==> config.mk <==
export PLATFORM = sky130hd
export DESIGN_NAME = oled_cmd_decoder
export DESIGN_NICKNAME = d
export VERILOG_FILES = /design/src/rtl/oled_cmd_pkg.sv /design/src/rtl/oled_cmd_collect.sv /design/src/rtl/oled_cmd_regs.sv /design/src/rtl/oled_cmd_decoder.sv
export SDC_FILE = /design/constraint.sdc
export NUM_CORES = 1
export LEC_CHECK = 0
export ABC_AREA = 1
export BUFFER_PORTS_ARGS = -buffer_cell sky130_fd_sc_hd__buf_4
export CAP_MARGIN = 20
export CORE_MARGIN = 2
export CORE_UTILIZATION = 59
export DETAILED_ROUTE_END_ITERATION = 6
export GPL_TIMING_DRIVEN = 0
export PLACE_DENSITY = 0.85
export RECOVER_POWER = 25
export SETUP_SLACK_MARGIN = 0.15
export SYNTH_ARGS = -nofsm -noshare
export SYNTH_HDL_FRONTEND = slang
export SYNTH_SLANG_ARGS = --single-unit
export TNS_END_PERCENT = 20
==> constraint.sdc <==
create_clock -name clk -period 6.35 [get_ports clk]
set_input_delay 0.9525 -clock clk [delete_from_list [all_inputs] [get_ports clk]]
set_output_delay 0.9525 -clock clk [all_outputs]
set_load 0.005 [all_outputs]
==> src/rtl/oled_cmd_pkg.sv <==
package oled_cmd_pkg;

    typedef enum logic [2:0] {
        K_NONE,
        K_COL,
        K_ROW,
        K_REMAP,
        K_CONTRAST,
        K_DISP_OFF,
        K_DISP_ON,
        K_BAD
    } cmd_kind_e;

    typedef struct packed {
        cmd_kind_e  kind;
        logic [1:0] nparam;
    } cmd_info_t;

    typedef struct packed {
        cmd_kind_e  kind;
        logic [7:0] p0;
        logic [7:0] p1;
    } cmd_exec_t;

    function automatic cmd_info_t classify(input logic [7:0] op);
        cmd_info_t r;
        unique case (op)
            8'h15:                      r = '{kind: K_COL,      nparam: 2'd2};
            8'h75:                      r = '{kind: K_ROW,      nparam: 2'd2};
            8'hA0:                      r = '{kind: K_REMAP,    nparam: 2'd1};
            8'h81:                      r = '{kind: K_CONTRAST, nparam: 2'd1};
            8'h84, 8'h85, 8'h86,
            8'hA8, 8'hAD, 8'hB1,
            8'hB2, 8'hB3, 8'hBC,
            8'hBE, 8'hBF:               r = '{kind: K_NONE,     nparam: 2'd1};
            8'hE3:                      r = '{kind: K_NONE,     nparam: 2'd0};
            8'hAE:                      r = '{kind: K_DISP_OFF, nparam: 2'd0};
            8'hAF:                      r = '{kind: K_DISP_ON,  nparam: 2'd0};
            default:                    r = '{kind: K_BAD,      nparam: 2'd0};
        endcase
        return r;
    endfunction

endpackage

==> src/rtl/oled_cmd_collect.sv <==
module oled_cmd_collect
    import oled_cmd_pkg::*;
(
    input  logic       clk,
    input  logic       rst,
    input  logic       byte_valid,
    input  logic [7:0] byte_data,
    input  logic       sel_data,
    output logic       exec_valid,
    output cmd_exec_t  exec
);

    logic       sel_q;
    logic       busy;
    logic [1:0] need;
    logic [1:0] got;
    cmd_kind_e  kind_q;
    logic [7:0] p0_q;

    logic      abort;
    logic      cmd_byte;
    logic      mid;
    cmd_info_t info;

    assign abort    = (sel_data != sel_q);
    assign cmd_byte = byte_valid && !sel_data;
    assign mid      = busy && !abort;
    assign info     = classify(byte_data);

    always_comb begin
        exec_valid = 1'b0;
        exec       = '{kind: kind_q, p0: p0_q, p1: byte_data};
        if (cmd_byte) begin
            if (!mid) begin
                if (info.nparam == 2'd0) begin
                    exec_valid = 1'b1;
                    exec.kind  = info.kind;
                end
            end else if (got + 2'd1 == need) begin
                exec_valid = 1'b1;
                if (need == 2'd1) begin
                    exec.p0 = byte_data;
                end
            end
        end
    end

    always_ff @(posedge clk) begin
        if (rst) begin
            sel_q  <= 1'b0;
            busy   <= 1'b0;
            need   <= 2'd0;
            got    <= 2'd0;
            kind_q <= K_NONE;
            p0_q   <= 8'h00;
        end else begin
            sel_q <= sel_data;
            if (abort) begin
                busy <= 1'b0;
            end
            if (cmd_byte) begin
                if (!mid) begin
                    if (info.nparam != 2'd0) begin
                        busy   <= 1'b1;
                        need   <= info.nparam;
                        got    <= 2'd0;
                        kind_q <= info.kind;
                    end
                end else if (exec_valid) begin
                    busy <= 1'b0;
                    got  <= 2'd0;
                end else begin
                    got  <= got + 2'd1;
                    p0_q <= byte_data;
                end
            end
        end
    end

    AST_GOT_BELOW_NEED: assert property (@(posedge clk) disable iff (rst)
        busy |-> (got < need));
    AST_SEL_RISE_ABORTS: assert property (@(posedge clk) disable iff (rst)
        (sel_data && !sel_q) |=> !busy);
    AST_DATA_NO_EXEC: assert property (@(posedge clk) disable iff (rst)
        (byte_valid && sel_data) |-> !exec_valid);

endmodule

==> src/rtl/oled_cmd_regs.sv <==
module oled_cmd_regs
    import oled_cmd_pkg::*;
#(
    parameter int COLS = 64,
    parameter int ROWS = 80,
    localparam int COL_W = $clog2(COLS),
    localparam int ROW_W = $clog2(ROWS)
) (
    input  logic             clk,
    input  logic             rst,
    input  logic             exec_valid,
    input  cmd_exec_t        exec,
    output logic [COL_W-1:0] col_start,
    output logic [COL_W-1:0] col_end,
    output logic [ROW_W-1:0] row_start,
    output logic [ROW_W-1:0] row_end,
    output logic             col_load,
    output logic             row_load,
    output logic [7:0]       remap,
    output logic [7:0]       contrast,
    output logic             display_on,
    output logic             bad_opcode
);

    localparam logic [7:0] COL_MOD = 8'(COLS);
    localparam logic [7:0] ROW_MOD = 8'(ROWS);

    always_ff @(posedge clk) begin
        if (rst) begin
            col_start  <= '0;
            col_end    <= COL_W'(COLS - 1);
            row_start  <= '0;
            row_end    <= ROW_W'(ROWS - 1);
            col_load   <= 1'b0;
            row_load   <= 1'b0;
            remap      <= 8'h00;
            contrast   <= 8'h00;
            display_on <= 1'b0;
            bad_opcode <= 1'b0;
        end else begin
            col_load   <= 1'b0;
            row_load   <= 1'b0;
            bad_opcode <= 1'b0;
            if (exec_valid) begin
                unique case (exec.kind)
                    K_COL: begin
                        col_start <= COL_W'(exec.p0 % COL_MOD);
                        col_end   <= COL_W'(exec.p1 % COL_MOD);
                        col_load  <= 1'b1;
                    end
                    K_ROW: begin
                        row_start <= ROW_W'(exec.p0 % ROW_MOD);
                        row_end   <= ROW_W'(exec.p1 % ROW_MOD);
                        row_load  <= 1'b1;
                    end
                    K_REMAP:    remap      <= exec.p0;
                    K_CONTRAST: contrast   <= exec.p0;
                    K_DISP_OFF: display_on <= 1'b0;
                    K_DISP_ON:  display_on <= 1'b1;
                    K_BAD:      bad_opcode <= 1'b1;
                    default: ;
                endcase
            end
        end
    end

    AST_ROW_START_RANGE: assert property (@(posedge clk) disable iff (rst)
        32'(row_start) < ROWS);
    AST_ROW_END_RANGE: assert property (@(posedge clk) disable iff (rst)
        32'(row_end) < ROWS);
    AST_STROBE_EXCL: assert property (@(posedge clk) disable iff (rst)
        $onehot0({col_load, row_load, bad_opcode}));
    AST_BAD_NO_UPDATE: assert property (@(posedge clk) disable iff (rst)
        bad_opcode |-> ($stable(contrast) && $stable(display_on) && $stable(remap)));
    AST_COL_LOAD_PULSE: assert property (@(posedge clk) disable iff (rst)
        col_load |=> !col_load);

endmodule

==> src/rtl/oled_cmd_decoder.sv <==
module oled_cmd_decoder
    import oled_cmd_pkg::*;
#(
    parameter int COLS = 64,
    parameter int ROWS = 80,
    localparam int COL_W = $clog2(COLS),
    localparam int ROW_W = $clog2(ROWS)
) (
    input  logic             clk,
    input  logic             rst,
    input  logic             byte_valid,
    input  logic [7:0]       byte_data,
    input  logic             sel_data,
    output logic [COL_W-1:0] col_start,
    output logic [COL_W-1:0] col_end,
    output logic [ROW_W-1:0] row_start,
    output logic [ROW_W-1:0] row_end,
    output logic             col_load,
    output logic             row_load,
    output logic [7:0]       remap,
    output logic             vert_inc,
    output logic [7:0]       contrast,
    output logic             display_on,
    output logic             bad_opcode
);

    logic      exec_valid;
    cmd_exec_t exec;

    oled_cmd_collect u_collect (
        .clk        (clk),
        .rst        (rst),
        .byte_valid (byte_valid),
        .byte_data  (byte_data),
        .sel_data   (sel_data),
        .exec_valid (exec_valid),
        .exec       (exec)
    );

    oled_cmd_regs #(
        .COLS (COLS),
        .ROWS (ROWS)
    ) u_regs (
        .clk        (clk),
        .rst        (rst),
        .exec_valid (exec_valid),
        .exec       (exec),
        .col_start  (col_start),
        .col_end    (col_end),
        .row_start  (row_start),
        .row_end    (row_end),
        .col_load   (col_load),
        .row_load   (row_load),
        .remap      (remap),
        .contrast   (contrast),
        .display_on (display_on),
        .bad_opcode (bad_opcode)
    );

    assign vert_inc = remap[2];

    AST_DATA_KEEPS_CONTRAST: assert property (@(posedge clk) disable iff (rst)
        (byte_valid && sel_data) |=> $stable(contrast));

endmodule

# == Word-level counts from Yosys, hierarchy flattened ==
# Cells that the tools add are included.
# word_totals
elab_cells,90
ff_bits,63
output_inout_bits,47
# classes
muxes,23
addsub,1
bitwise,2
reduce_logical,18
eq_ne,28
n_div,2
# ops
op,count
"equality test 8 bit, second input constant",16
one-hot mux 5 bit (8 select lines),1
2-to-1 mux 8 bit,3
"modulo 8 x 7 -> 8 bit, second input constant",2
"equality test 3 bit, second input constant",4
2-to-1 mux 1 bit,12
AND reduction 2 bit,6
2-to-1 mux 11 bit,1
OR reduction 11 bit,1
"equality test 8 x 5 -> 1 bit, second input constant",1
"equality test 8 x 7 -> 1 bit, second input constant",1
"equality test 3 x 2 -> 1 bit, second input constant",2
2-to-1 mux 2 bit,3
2-to-1 mux 3 bit,2
AND reduction 3 bit,2
nonzero test 2 bit,3
"equality test 3 x 1 -> 1 bit, second input constant",1
"adder 2 x 1 -> 2 bit, second input constant",1
"equality test 2 x 1 -> 1 bit, second input constant",1
equality test 2 bit,1
logical AND 1 bit,2
zero test 1 bit,2
zero test 2 bit,1
inverter 1 bit,2
3 further kinds,3

# == Longest topological paths before layout ==
# Gate-level depths: netlist of the first run.
# depth
word_depth,10
ltp_mapped,19

# == Hierarchy ==
# A second synthesis of the first run with hierarchy kept.
# unflattened
hier_cells,446
area_unflattened_um2,3072.9
# modules_own_cells
module,seq_area_each_um2,cells_each,area_each_um2,n_inst
oled_cmd_regs,920.9,248,1881.8,1
oled_cmd_collect,340.3,197,1183.6,1
oled_cmd_decoder,0.0,1,7.5,1

# == Worst setup path after synthesis of the first run ==
# OpenSTA, ideal clock, no wires.
# synth_path
kind,in2reg
from,in byte_valid
to,reg u_regs.row_start[5]
n_path_buf,0
setup_ps,109
slack_ps,3352
t_arrival_ps,2889
cell_stages,17
required_time_ps,6241
path_cell_list,inv_1 nor2_1 nand2_1 nor2_2 nand2_1 nand2_1 nand2_2 ha_1 or2_2 nand3b_1 nand3_1 nand2_2 nand2_1 nand2_1 nand3_1 nand2_1 inv_1
# synth_lines
item,line,source
start: declaration,oled_cmd_decoder.sv:11,"input logic byte_valid,"
end signal: assignment,oled_cmd_regs.sv:52,row_start <= ROW_W'(exec.p0 % ROW_MOD);
end: declaration,oled_cmd_regs.sv:15,"output logic [ROW_W-1:0] row_start,"

==> metrics, run 1 <==
status=completed; Clock Sinks=63; Reg area=1260 um2; sequential cell area fraction in the yosys report=40.7%; CP Max Fanout=9; Syn Inst Count=439; Rows=26; Hold Path Cell Cnt=2; Chip Width=76.4 um; First-pass DRT Iterations=4; CTS Buf Count=9; slew margin rel.=68.7%; Finished Cell Area=3830 um2; Post-CTS Resized=0; H-tree depth=3; area growth from synthesis to layout=23.8%; RR Endpoint=u_regs.row_start[4]; WP data arrival=3510 ps; Leakage=0.00184 uW; routed length per instance=13.0 um; core area=5070 um2; drt via density=5.29; DPL Wire Length=5.54 mm; Tmin final=3280 ps; RSZ-0062 raised after global routing=no; startpoint types=primary input; I/O Buffers=57; final-report max-slew violation count=0; Layout Nets=520; setup bufs post-CTS=0; root buffer cell=clkbuf_8; clk buf depth=2; Clock Skew=6.95 ps; multi-input logic area=1560 um2; vias in the first global route=2794; die area=5840 um2; WL final=7.54 mm; DR vias=3080; fin crit share=51.6%; synthesized area=3100 um2; Skew-Pair Late Insertion Delay=340 ps; Synth Warn #=0; Max-Cap Viols=0; # diodes=0; RR Startpoint=u_collect.got[0]; CTS Hold Bufs=0; fillers=430; register-to-register setup slack=3510 ps; PD cells=233 nW/um2; TNS Setup=0 ps; layout cells sized above 1=22.1%; clock slew at reported path FFs=70 ps; CTS tree=built; final hold slack=464 ps; peak supply drop=0.000152 V; IO Count=59; Setup crit end kind=flip-flop; first-pass GRT wire length=12.7 mm; Starting Density=61.0%; Data required, critical path=6590 ps; Avg Cell Area, Syn=7.05 um2; Unique masters post-synth=37; FF+latch count, synth=63; crit-path cells=buf_4, nor2_1, nand2_1, nor2_2, nand2_1, nand2_1, nand2_2, ha_1, or2_2, nand3b_1, nand3_1, nand2_2, nand2_1, nand2_1, nand3_1, nand2_1, inv_1; DRC violations left=0; Hold Fails Final Rpt=0; largest net degree at the start of global routing=11; Net Count, Synth=452; Antenna Violating Nets Remaining=0; Chip Height=76.4 um; grt total ovfl=0; area of placed instances=3610 um2; CP Class=primary input to flip-flop; worst hold-check path type=flip-flop to flip-flop; CP max stage delay=350 ps; drt first-iter violations=166; Reg2Reg Depth=17; initial antenna violation count=0; Total GRT Usage=27.0%; Hold Startpoint=u_collect.kind_q[0]; RD Place Congestion=0.896; slew at the pin closest to its max-slew limit=465 ps; crit-path most repeated cell=nand2_1; f_max=305 MHz; CP max-delay cell=nor2_2; WHS Endpoint=u_collect.kind_q[0]; endpoints failing setup=0
worst max-delay path, delay by kind of cell:
family        cells  cell delay [ps]
simple gates     14             2150
fa+ha+maj         1              230
buf+inv           2              160
worst max-delay path by stage:
stage                     from  slack [ps]  cells past startpoint                  end
floorplan           byte_valid        3350                     17  u_regs.row_start[5]
global placement      sel_data        2850                     17  u_regs.row_start[4]
detailed placement    sel_data        2730                     17  u_regs.row_start[4]
CTS                   sel_data        3100                     17  u_regs.row_start[4]
global route          sel_data        2810                     17  u_regs.row_start[5]
finish                sel_data        3070                     17  u_regs.row_start[4]
Yosys cell counts (all sizes together):
master  count  area share [%]
nand3      26             5.2
clkbuf      5            0.61
a22oi       1            0.24
nor2       79              12
o22ai       1            0.20
xor2        2            0.57
nand4       2            0.40
inv        55             6.7
or2         2            0.40
ha          1            0.40
dfxtp      63              41
xnor2       2            0.57
o21a        1            0.24
a211oi      1            0.24
o211ai     11             2.7
nor3        3            0.85
a21oi      30             5.0
nand3b      1            0.24
nor4        1            0.20
nand2      97              13
buf         8             1.7
o21ai      47             8.3
cell usage in the layout (no fill, tap or decap), types with 11 or more instances in the layout:
cell type,Yosys,final
nand2_1,90,90
nor2_1,68,68
dfxtp_1,63,63
inv_1,46,46
o21ai_0,43,43
buf_4,1,31
a21oi_1,29,29
clkbuf_4,0,26
nand3_1,23,23
o211ai_1,11,11
clkbuf_8,0,11
cell type report:
cell class	instances	area share [%]
plain buffers	13	1.89
clock buffers	13	4.15
clock inverters	3	1.70
inverters	55	5.39
multi-input cells	308	40.6
flip-flops and latches	63	32.9
well taps	70	2.29
repair buffers	57	11.1
per-stage QoR:
| stage | worst slack, ps | cells | utilization (%) | power [uW] |
|---|---|---|---|---|
| global placement | 2850 | 566 | 71.2 | 506 |
| detailed placement | 2730 | 566 | 71.2 | 508 |
| floorplan | 3350 | 439 | - | 476 |
| global route | 2810 | 582 | 75.5 | 930 |
| finish | 3070 | 582 | 75.5 | 892 |
| CTS | 3100 | 582 | 75.6 | 896 |
kinds of logic after synthesis:
group | share of synthesized area, %
buffers and inverters | 9.01
adder cells (fa/ha/maj) | 0.404
AO/OA/AOI/OAI | 16.9
flip-flops | 40.7
XOR/XNOR | 1.13
AND/OR/NAND/NOR | 31.8
registers in the layout (all words and copies together), names as in the netlist:
register and count:
u_collect.busy 1, u_collect.got 2, u_collect.kind_q 3, u_collect.need 2
u_collect.p0_q 8, u_collect.sel_q 1, u_regs.bad_opcode 1, u_regs.col_end 6
u_regs.col_load 1, u_regs.col_start 6, u_regs.contrast 8, u_regs.display_on 1
u_regs.remap 8, u_regs.row_end 7, u_regs.row_load 1, u_regs.row_start 7
where the power goes:
group	switching [uW]	internal, uW	total (uW)
sequential	4.75	404	409
clock	149	242	392
combinational	57.7	33.8	91.5
total	212	680	892
metal layers:
metal | global-route usage (%) | wire length, um | vias to the layer above
li1 | - | - | 1551
met1 | 31.7 | 3100 | 1406
met2 | 46.3 | 3800 | 102
met3 | 4.38 | 378 | 21
met4 | 16.2 | 265 | 0
met5 | 0 | 0 | -
Power figures use the tool's default switching activity.
==> inputs of run 2 (changes only) <==
--- a/config.mk
+++ b/config.mk
@@ -9,10 +9,10 @@
 export BUFFER_PORTS_ARGS = -buffer_cell sky130_fd_sc_hd__buf_4
 export CAP_MARGIN = 20
 export CORE_MARGIN = 2
-export CORE_UTILIZATION = 59
+export CORE_UTILIZATION = 50
 export DETAILED_ROUTE_END_ITERATION = 6
 export GPL_TIMING_DRIVEN = 0
-export PLACE_DENSITY = 0.85
+export PLACE_DENSITY = 0.77
 export RECOVER_POWER = 25
 export SETUP_SLACK_MARGIN = 0.15
 export SYNTH_ARGS = -nofsm -noshare
==> constraint.sdc (replaced) <==
create_clock -name clk -period 2.84 [get_ports clk]
set_input_delay 0.426 -clock clk [delete_from_list [all_inputs] [get_ports clk]]
set_output_delay 0.426 -clock clk [all_outputs]
set_load 0.005 [all_outputs]
==> run 2 against run 1 <==
Effect of this change: register-to-register slack got worse by 3200 ps; wire length increased by 2.5%; sequential cell count stayed put; sequential share of layout area up 0.14 points; largest power group unchanged.
==> metrics, run 2 (synthesis gave the netlist of run 1 again) <==
DR vias=2981 (was 3080); clock slew at reported path FFs=70 ps (about the same); multi-input logic area=1570 um2 (was 1560 um2); RSZ-0062 raised after global routing=no (unchanged); Hold Path Cell Cnt=3 (was 2); GR met1 Demand/Resource=29.9% (was 31.7%); Clock Skew=6.19 ps (was 6.95 ps); Starting Density=52.0% (was 61.0%); register-to-register setup slack=300 ps (was 3510 ps); largest net degree at the start of global routing=11 (unchanged); fin crit share=89.4%; root buffer cell=clkbuf_8 (unchanged); f_max=394 MHz; worst hold-check path type=primary input to flip-flop (was flip-flop to flip-flop); Int Pwr=1290 uW (was 680 uW); Reg2Reg Depth=17 (unchanged); Tmin final=2540 ps; area of placed instances=3620 um2 (was 3610 um2); area growth from synthesis to layout=23.2% (was 23.8%); Clk pwr share=37.1% (was 43.9%); Leakage=0.00183 uW (was 0.00184 uW); CTS Hold Bufs=0 (unchanged); H-tree depth=3 (unchanged); DRC violations left=0 (unchanged); Hold Startpoint=sel_data (was u_collect.kind_q[0]); CP Max Fanout=8 (was 9); Reg power frac=51.4% (was 45.8%); IO Count=59 (unchanged); WP data arrival=2790 ps (was 3510 ps); core area=5960 um2 (was 5070 um2); Chip Height=82.7 um (was 76.4 um); die area=6840 um2 (was 5840 um2); Top delay family on crit path=simple AND/OR/NAND/NOR gates (unchanged); Rows=28 (was 26); PD cells=466 nW/um2 (was 233 nW/um2); Skew-Pair Late Insertion Delay=350 ps (was 340 ps); M3 GR Usage=7.07% (was 4.38%); Chip Width=82.7 um (was 76.4 um); RD Place Congestion=0.902 (was 0.896); commonest non-fill, non-tap cell in the layout=nand2_1 (unchanged); biggest registers after layout=u_collect.p0_q x8, u_regs.contrast x8, u_regs.remap x8 (unchanged); startpoint types=flip-flop (was primary input); CTS Buf Count=9 (unchanged); Max-Cap Viols=0 (unchanged); Layout Nets=525 (was 520); initial antenna violation count=0 (unchanged); Net Sw Frac=27.4% (was 23.8%); endpoints failing setup=0 (unchanged); RR Startpoint=u_collect.got[0] (unchanged); Setup crit end kind=flip-flop (unchanged); Non-Filler Instances=592 (was 582); grt total ovfl=0 (unchanged); CP startpoint=u_collect.got[0] (was sel_data); layout cells sized above 1=22.4% (was 22.1%); first-pass GRT wire length=11.8 mm (was 12.7 mm); CP max stage delay=390 ps (was 350 ps); # diodes=0 (unchanged); drt first-iter violations=226 (was 166); RR Endpoint=u_regs.row_start[4] (unchanged); WL final=7.73 mm (was 7.54 mm); Antenna Violating Nets Remaining=0 (unchanged); I/O Buffers=57 (unchanged); Reg area=1260 um2 (unchanged); met2 Use GR=38.5% (was 46.3%); Data required, critical path=3090 ps (was 6590 ps); slew margin rel.=71.5% (was 68.7%); placed cell count=571 (was 566); CTS tree=built (unchanged); CP Buf/Inv Count=2 (unchanged); commonest cells after routing, fill and taps aside=nand2_1, nor2_1, dfxtp_1 (unchanged); First-pass DRT Iterations=5 (was 4); DPL Wire Length=5.62 mm (was 5.54 mm); NetSw=486 uW (was 212 uW); Hold Fails Final Rpt=0 (unchanged); crit-path cells=inv_1, nand2_1, nand3_2, nor2_4, nand2_2, nand2_1, nand2_2, ha_1, or2_2, nand3b_1, nand3_1, nand2_2, nand2_1, nand2_1, nand3_1, nand2_1, inv_1 (was buf_4, nor2_1, nand2_1, nor2_2, nand2_1, nand2_1, nand2_2, ha_1, or2_2, nand3b_1, nand3_1, nand2_2, nand2_1, nand2_1, nand3_1, nand2_1, inv_1); GRT busiest layer=met2 (unchanged); drt via density=5.04 (was 5.29); final-report max-slew violation count=0 (unchanged); CP Class=flip-flop to flip-flop (was primary input to flip-flop); slew at the pin closest to its max-slew limit=427 ps (was 465 ps); CP max-delay cell=dfxtp_1 (was nor2_2); routed length per instance=13.1 um (was 13.0 um); fillers=549 (was 430); vias in the first global route=2487 (was 2794); crit-path most repeated cell=nand2_1 (unchanged); peak supply drop=0.000262 V (was 0.000152 V); WHS Endpoint=u_collect.sel_q (was u_collect.kind_q[0]); clk buf depth=2 (unchanged); Clock Sinks=63 (unchanged); Total GRT Usage=23.5% (was 27.0%); Comb pwr share=11.4% (was 10.3%); Finished Cell Area=3810 um2 (was 3830 um2); status=completed (unchanged)
==> run 2: cell types whose count changed in the layout (fill, tap and decap cells not counted), moves of 2 or more <==
cell       delta
buf_4         +5
clkbuf_1      +4
clkbuf_4      -3
bufinv_16     -2
clkbuf_8      -2
clkinv_2      +2
nor2_2        -2
nor2_4        +2
==> run 2: final cells by class <==
cell class | count | share of cell area (%)
Timing Repair Buffer | 62 | 11.8
Clock inverter | 4 | 0.590
Tap cell | 75 | 2.46
Sequential cell | 63 | 33.1
Multi-Input combinational cell | 308 | 41.2
Inverter | 55 | 5.41
Buffer | 13 | 1.90
Clock buffer | 12 | 3.54
==> run 2: repair_timing <==
item                       CTS  global route
setup endpoints to repair    2             3
gates cloned                 0             0
pin swaps                    0             2
gates resized for setup      2             2
setup buffers                0             5
==> run 2: stage by stage <==
step	utilization (%)	worst slack, ps	total power, uW	TNS (ps)	hold slack (ps)
floorplan	-	369	1060	0	430
global placement	60.7	-166	1130	-336	449
detailed placement	60.7	-194	1140	-430	456
CTS	63.6	172	1790	0	308
global route	64.1	130	1860	0	327
finish	64.1	302	1780	0	323
==> run 2: tightest hold or removal path, delay by kind of cell <==
| kind | cells | cell delay [ps] |
|---|---|---|
| buffers and inverters | 2 | 140 |
| AND/OR/NAND/NOR | 1 | 70 |
==> run 2: power groups by stage <==
stage	Sequential (uW)	Clock, uW	Combinational (uW)
detailed placement	935	0	203
global placement	934	0	200
finish	915	660	203
CTS	915	670	205
global route	916	715	227
floorplan	935	0	128
==> run 2: how the worst max path moves through the flow <==
stage / depth (start not counted) / slack [ps] / to
2_1_floorplan: 17 / 370 / u_regs.row_start[5]
5_1_grt: 17 / 130 / u_regs.row_start[4]
6_report: 17 / 300 / u_regs.row_start[4]
3_3_place_gp: 17 / -170 / u_regs.row_start[4]
4_1_cts: 17 / 170 / u_regs.row_start[4]
3_5_place_dp: 17 / -190 / u_regs.row_start[4]
==> run 2: metal layers <==
metal  share of wire [%]  up-vias
met5                   0        -
met4                 1.2        0
met3                 5.6        8
met2                  48       88
met1                  45     1326
li1                    -     1559
==> inputs of run 3 (changes only) <==
--- a/config.mk
+++ b/config.mk
@@ -5,13 +5,13 @@
 export SDC_FILE = /design/constraint.sdc
 export NUM_CORES = 1
 export LEC_CHECK = 0
-export ABC_AREA = 1
 export BUFFER_PORTS_ARGS = -buffer_cell sky130_fd_sc_hd__buf_4
 export CAP_MARGIN = 20
 export CORE_MARGIN = 2
 export CORE_UTILIZATION = 50
 export DETAILED_ROUTE_END_ITERATION = 6
 export GPL_TIMING_DRIVEN = 0
+export HOLD_SLACK_MARGIN = 0.1
 export PLACE_DENSITY = 0.77
 export RECOVER_POWER = 25
 export SETUP_SLACK_MARGIN = 0.15
==> run 3 against run 2 <==
Effect of this change: first-iteration DRC count is 8.0% lower; critical path depth is 6 lower; via count is 4.6% higher; cell count is 11% lower; sequential share of layout area is 2.1 points lower; wire length is 19% higher; synthesized cell count is 16% lower; largest cell class unchanged.
==> metrics, run 3 <==
EDFF count, synth=0 (unchanged); CP Max Fanout=5 (was 8); Synth Flop Type=dfxtp_1 (unchanged); Data required, critical path=3100 ps (was 3090 ps); Chip Height=84.2 um (was 82.7 um); Clock Sinks=63 (unchanged); commonest non-fill, non-tap cell in the layout=dfxtp_1 (was nand2_1); CP Class=flip-flop to flip-flop (unchanged); root buffer cell=clkbuf_8 (unchanged); ys async rst share=0% (unchanged); startpoint types=flip-flop (unchanged); RD Place Congestion=0.918 (was 0.902); clock slew at reported path FFs=80 ps (was 70 ps); Hold Startpoint=sel_data (unchanged); IO Count=59 (unchanged); CTS tree=built (unchanged); Total GRT Usage=26.3% (was 23.5%); biggest registers after layout=u_collect.p0_q x8, u_regs.contrast x8, u_regs.remap x8 (unchanged); routed length per instance=17.4 um (was 13.1 um); Starting Density=51.2% (was 52.0%); Net Count, Synth=382 (was 452); endpoints failing setup=0 (unchanged); Max-Cap Viols=0 (unchanged); Reg2Reg Depth=11 (was 17); Unique masters post-synth=68 (was 37); vias in the first global route=3043 (was 2487); CTS Buf Count=9 (unchanged); Layout Nets=460 (was 525); Synth Warn #=0 (unchanged); DRC violations left=0 (unchanged); Clock Skew=10.4 ps (was 6.19 ps); RR Startpoint=u_collect.got[0] (unchanged); WP data arrival=2960 ps (was 2790 ps); Tmin final=2700 ps (was 2540 ps); initial antenna violation count=0 (unchanged); Rows=29 (was 28); grt total ovfl=0 (unchanged); I/O Buffers=55 (was 57); WHS Endpoint=u_collect.sel_q (unchanged); placed cell count=501 (was 571); post-synth top area cell=dfxtp_1 (unchanged); clk buf depth=2 (unchanged); Hold Fails Final Rpt=0 (unchanged); Antenna Violating Nets Remaining=0 (unchanged); CTS Hold Bufs=0 (unchanged); DPL Wire Length=6.41 mm (was 5.62 mm); register-to-register setup slack=140 ps (was 300 ps); Synth area leaders=dfxtp_1, mux2i_1, nand2_1 (was dfxtp_1, nand2_1, nor2_1); WL final=9.17 mm (was 7.73 mm); most common cell in the synthesized netlist=dfxtp_1 (was nand2_1); RSZ-0062 raised after global routing=yes (was no); core area=6280 um2 (was 5960 um2); H-tree depth=3 (unchanged); fin crit share=95.1% (was 89.4%); peak supply drop=0.000378 V (was 0.000262 V); synthesized area=3220 um2 (was 3100 um2); Hold Path Cell Cnt=2 (was 3); largest net degree at the start of global routing=12 (was 11); most instantiated cells after synthesis=dfxtp_1, nand2_1, nor2_1 (was nand2_1, nor2_1, dfxtp_1); Core Util, Final=65.3% (was 64.1%); Non-Filler Instances=528 (was 592); f_max=370 MHz (was 394 MHz); Syn Inst Count=369 (was 439); Avg Cell Area, Syn=8.72 um2 (was 7.05 um2); FF+latch count, synth=63 (unchanged); slew at the pin closest to its max-slew limit=921 ps (was 427 ps); commonest cells after routing, fill and taps aside=dfxtp_1, nand2_1, buf_4 (was nand2_1, nor2_1, dfxtp_1); status=completed (unchanged); layout cells sized above 1=28.6% (was 22.4%); first-pass GRT wire length=14.7 mm (was 11.8 mm); First-pass DRT Iterations=4 (was 5); die area=7090 um2 (was 6840 um2); Setup crit end kind=flip-flop (unchanged); Chip Width=84.2 um (was 82.7 um); final-report max-slew violation count=0 (unchanged); Final Power=1730 uW (was 1780 uW); slew margin rel.=38.1% (was 71.5%); drt first-iter violations=208 (was 226); PD cells=421 nW/um2 (was 466 nW/um2); Leakage=0.00159 uW (was 0.00183 uW); # diodes=0 (unchanged); Skew-Pair Late Insertion Delay=340 ps (was 350 ps); DR vias=3117 (was 2981); sequential cell area fraction in the yosys report=39.2% (was 40.7%); share of the synthesized area in the top cell type=39.2% (was 40.7%); worst hold-check path type=primary input to flip-flop (unchanged); RR Endpoint=u_regs.row_start[5] (was u_regs.row_start[4]); drt via density=5.90 (was 5.04); area growth from synthesis to layout=27.5% (was 23.2%)
[run 3: kinds of logic (layout without fill, tap and decap cells)]
kind of cell    after synthesis  after routing  synth area share (%)
mux                          29             29                  9.26
compound gates               86             86                  19.0
flops                        63             63                  39.2
fa+ha+maj                     1              1                 0.389
xor+xnor                      3              3                 0.817
simple gates                154            154                  26.7
buf+inv                      33            115                  4.63
[run 3: worst max-delay path by stage]
stage                     start                  end  cells after the start
3_3_place_gp           sel_data  u_regs.row_start[4]                     11
3_5_place_dp           sel_data  u_regs.row_start[4]                     11
4_1_cts         u_collect.sel_q  u_regs.row_start[5]                     11
6_report       u_collect.got[0]  u_regs.row_start[5]                     11
2_1_floorplan          sel_data  u_regs.row_start[4]                     10
5_1_grt        u_collect.got[0]  u_regs.row_start[5]                     11
[run 3: repair_timing]
action,4_1_cts,5_1_grt
pin swaps,5,11
resized for setup,11,14
cloned,0,0
setup endpoints to repair,3,11
setup buffers,5,7
[run 3: per-stage QoR]
stage	setup slack [ps]	hold WS (ps)	instance area (um2)	setup TNS, ps
after global routing	67.4	377	4100	0
after detailed placement	-476	447	3740	-1350
final	140	356	4100	0
after CTS	152	360	4000	0
after global placement	-408	439	3740	-1130
after floorplan	156	448	3230	0
[run 3: layout make-up]
class / instances / area [um2]
Fill cell: 526 / 2180
Clock inverter: 4 / 31.3
Sequential cell: 63 / 1270
Buffer: 27 / 126
Timing Repair Buffer: 67 / 499
Inverter: 6 / 22.5
Tap cell: 77 / 96.3
Multi-Input combinational cell: 273 / 1920
Clock buffer: 11 / 141
[run 3: where the power goes]
group	switching, uW	internal, uW	leakage [uW]
registers	4.82	886	0.000510
logic	88.3	50.8	0.000997
clock network	359	339	0.0000781
[run 3: critical path: stages, from the launching register on]
cell	delay, ps
dfxtp_4	360
or4b_4	590
nor2_4	260
nand2_2	100
o21ai_4	110
ha_4	210
nor2_2	50
or2_4	280
a32oi_4	270
a21o_1	120
o21ai_1	60
a211oi_1	210
[run 3: metal layers]
layer	GRT usage [%]	routed length, um
met5	0	0
met1	31.9	3670
met2	42.7	4510
met4	11.9	266
met3	8.46	717
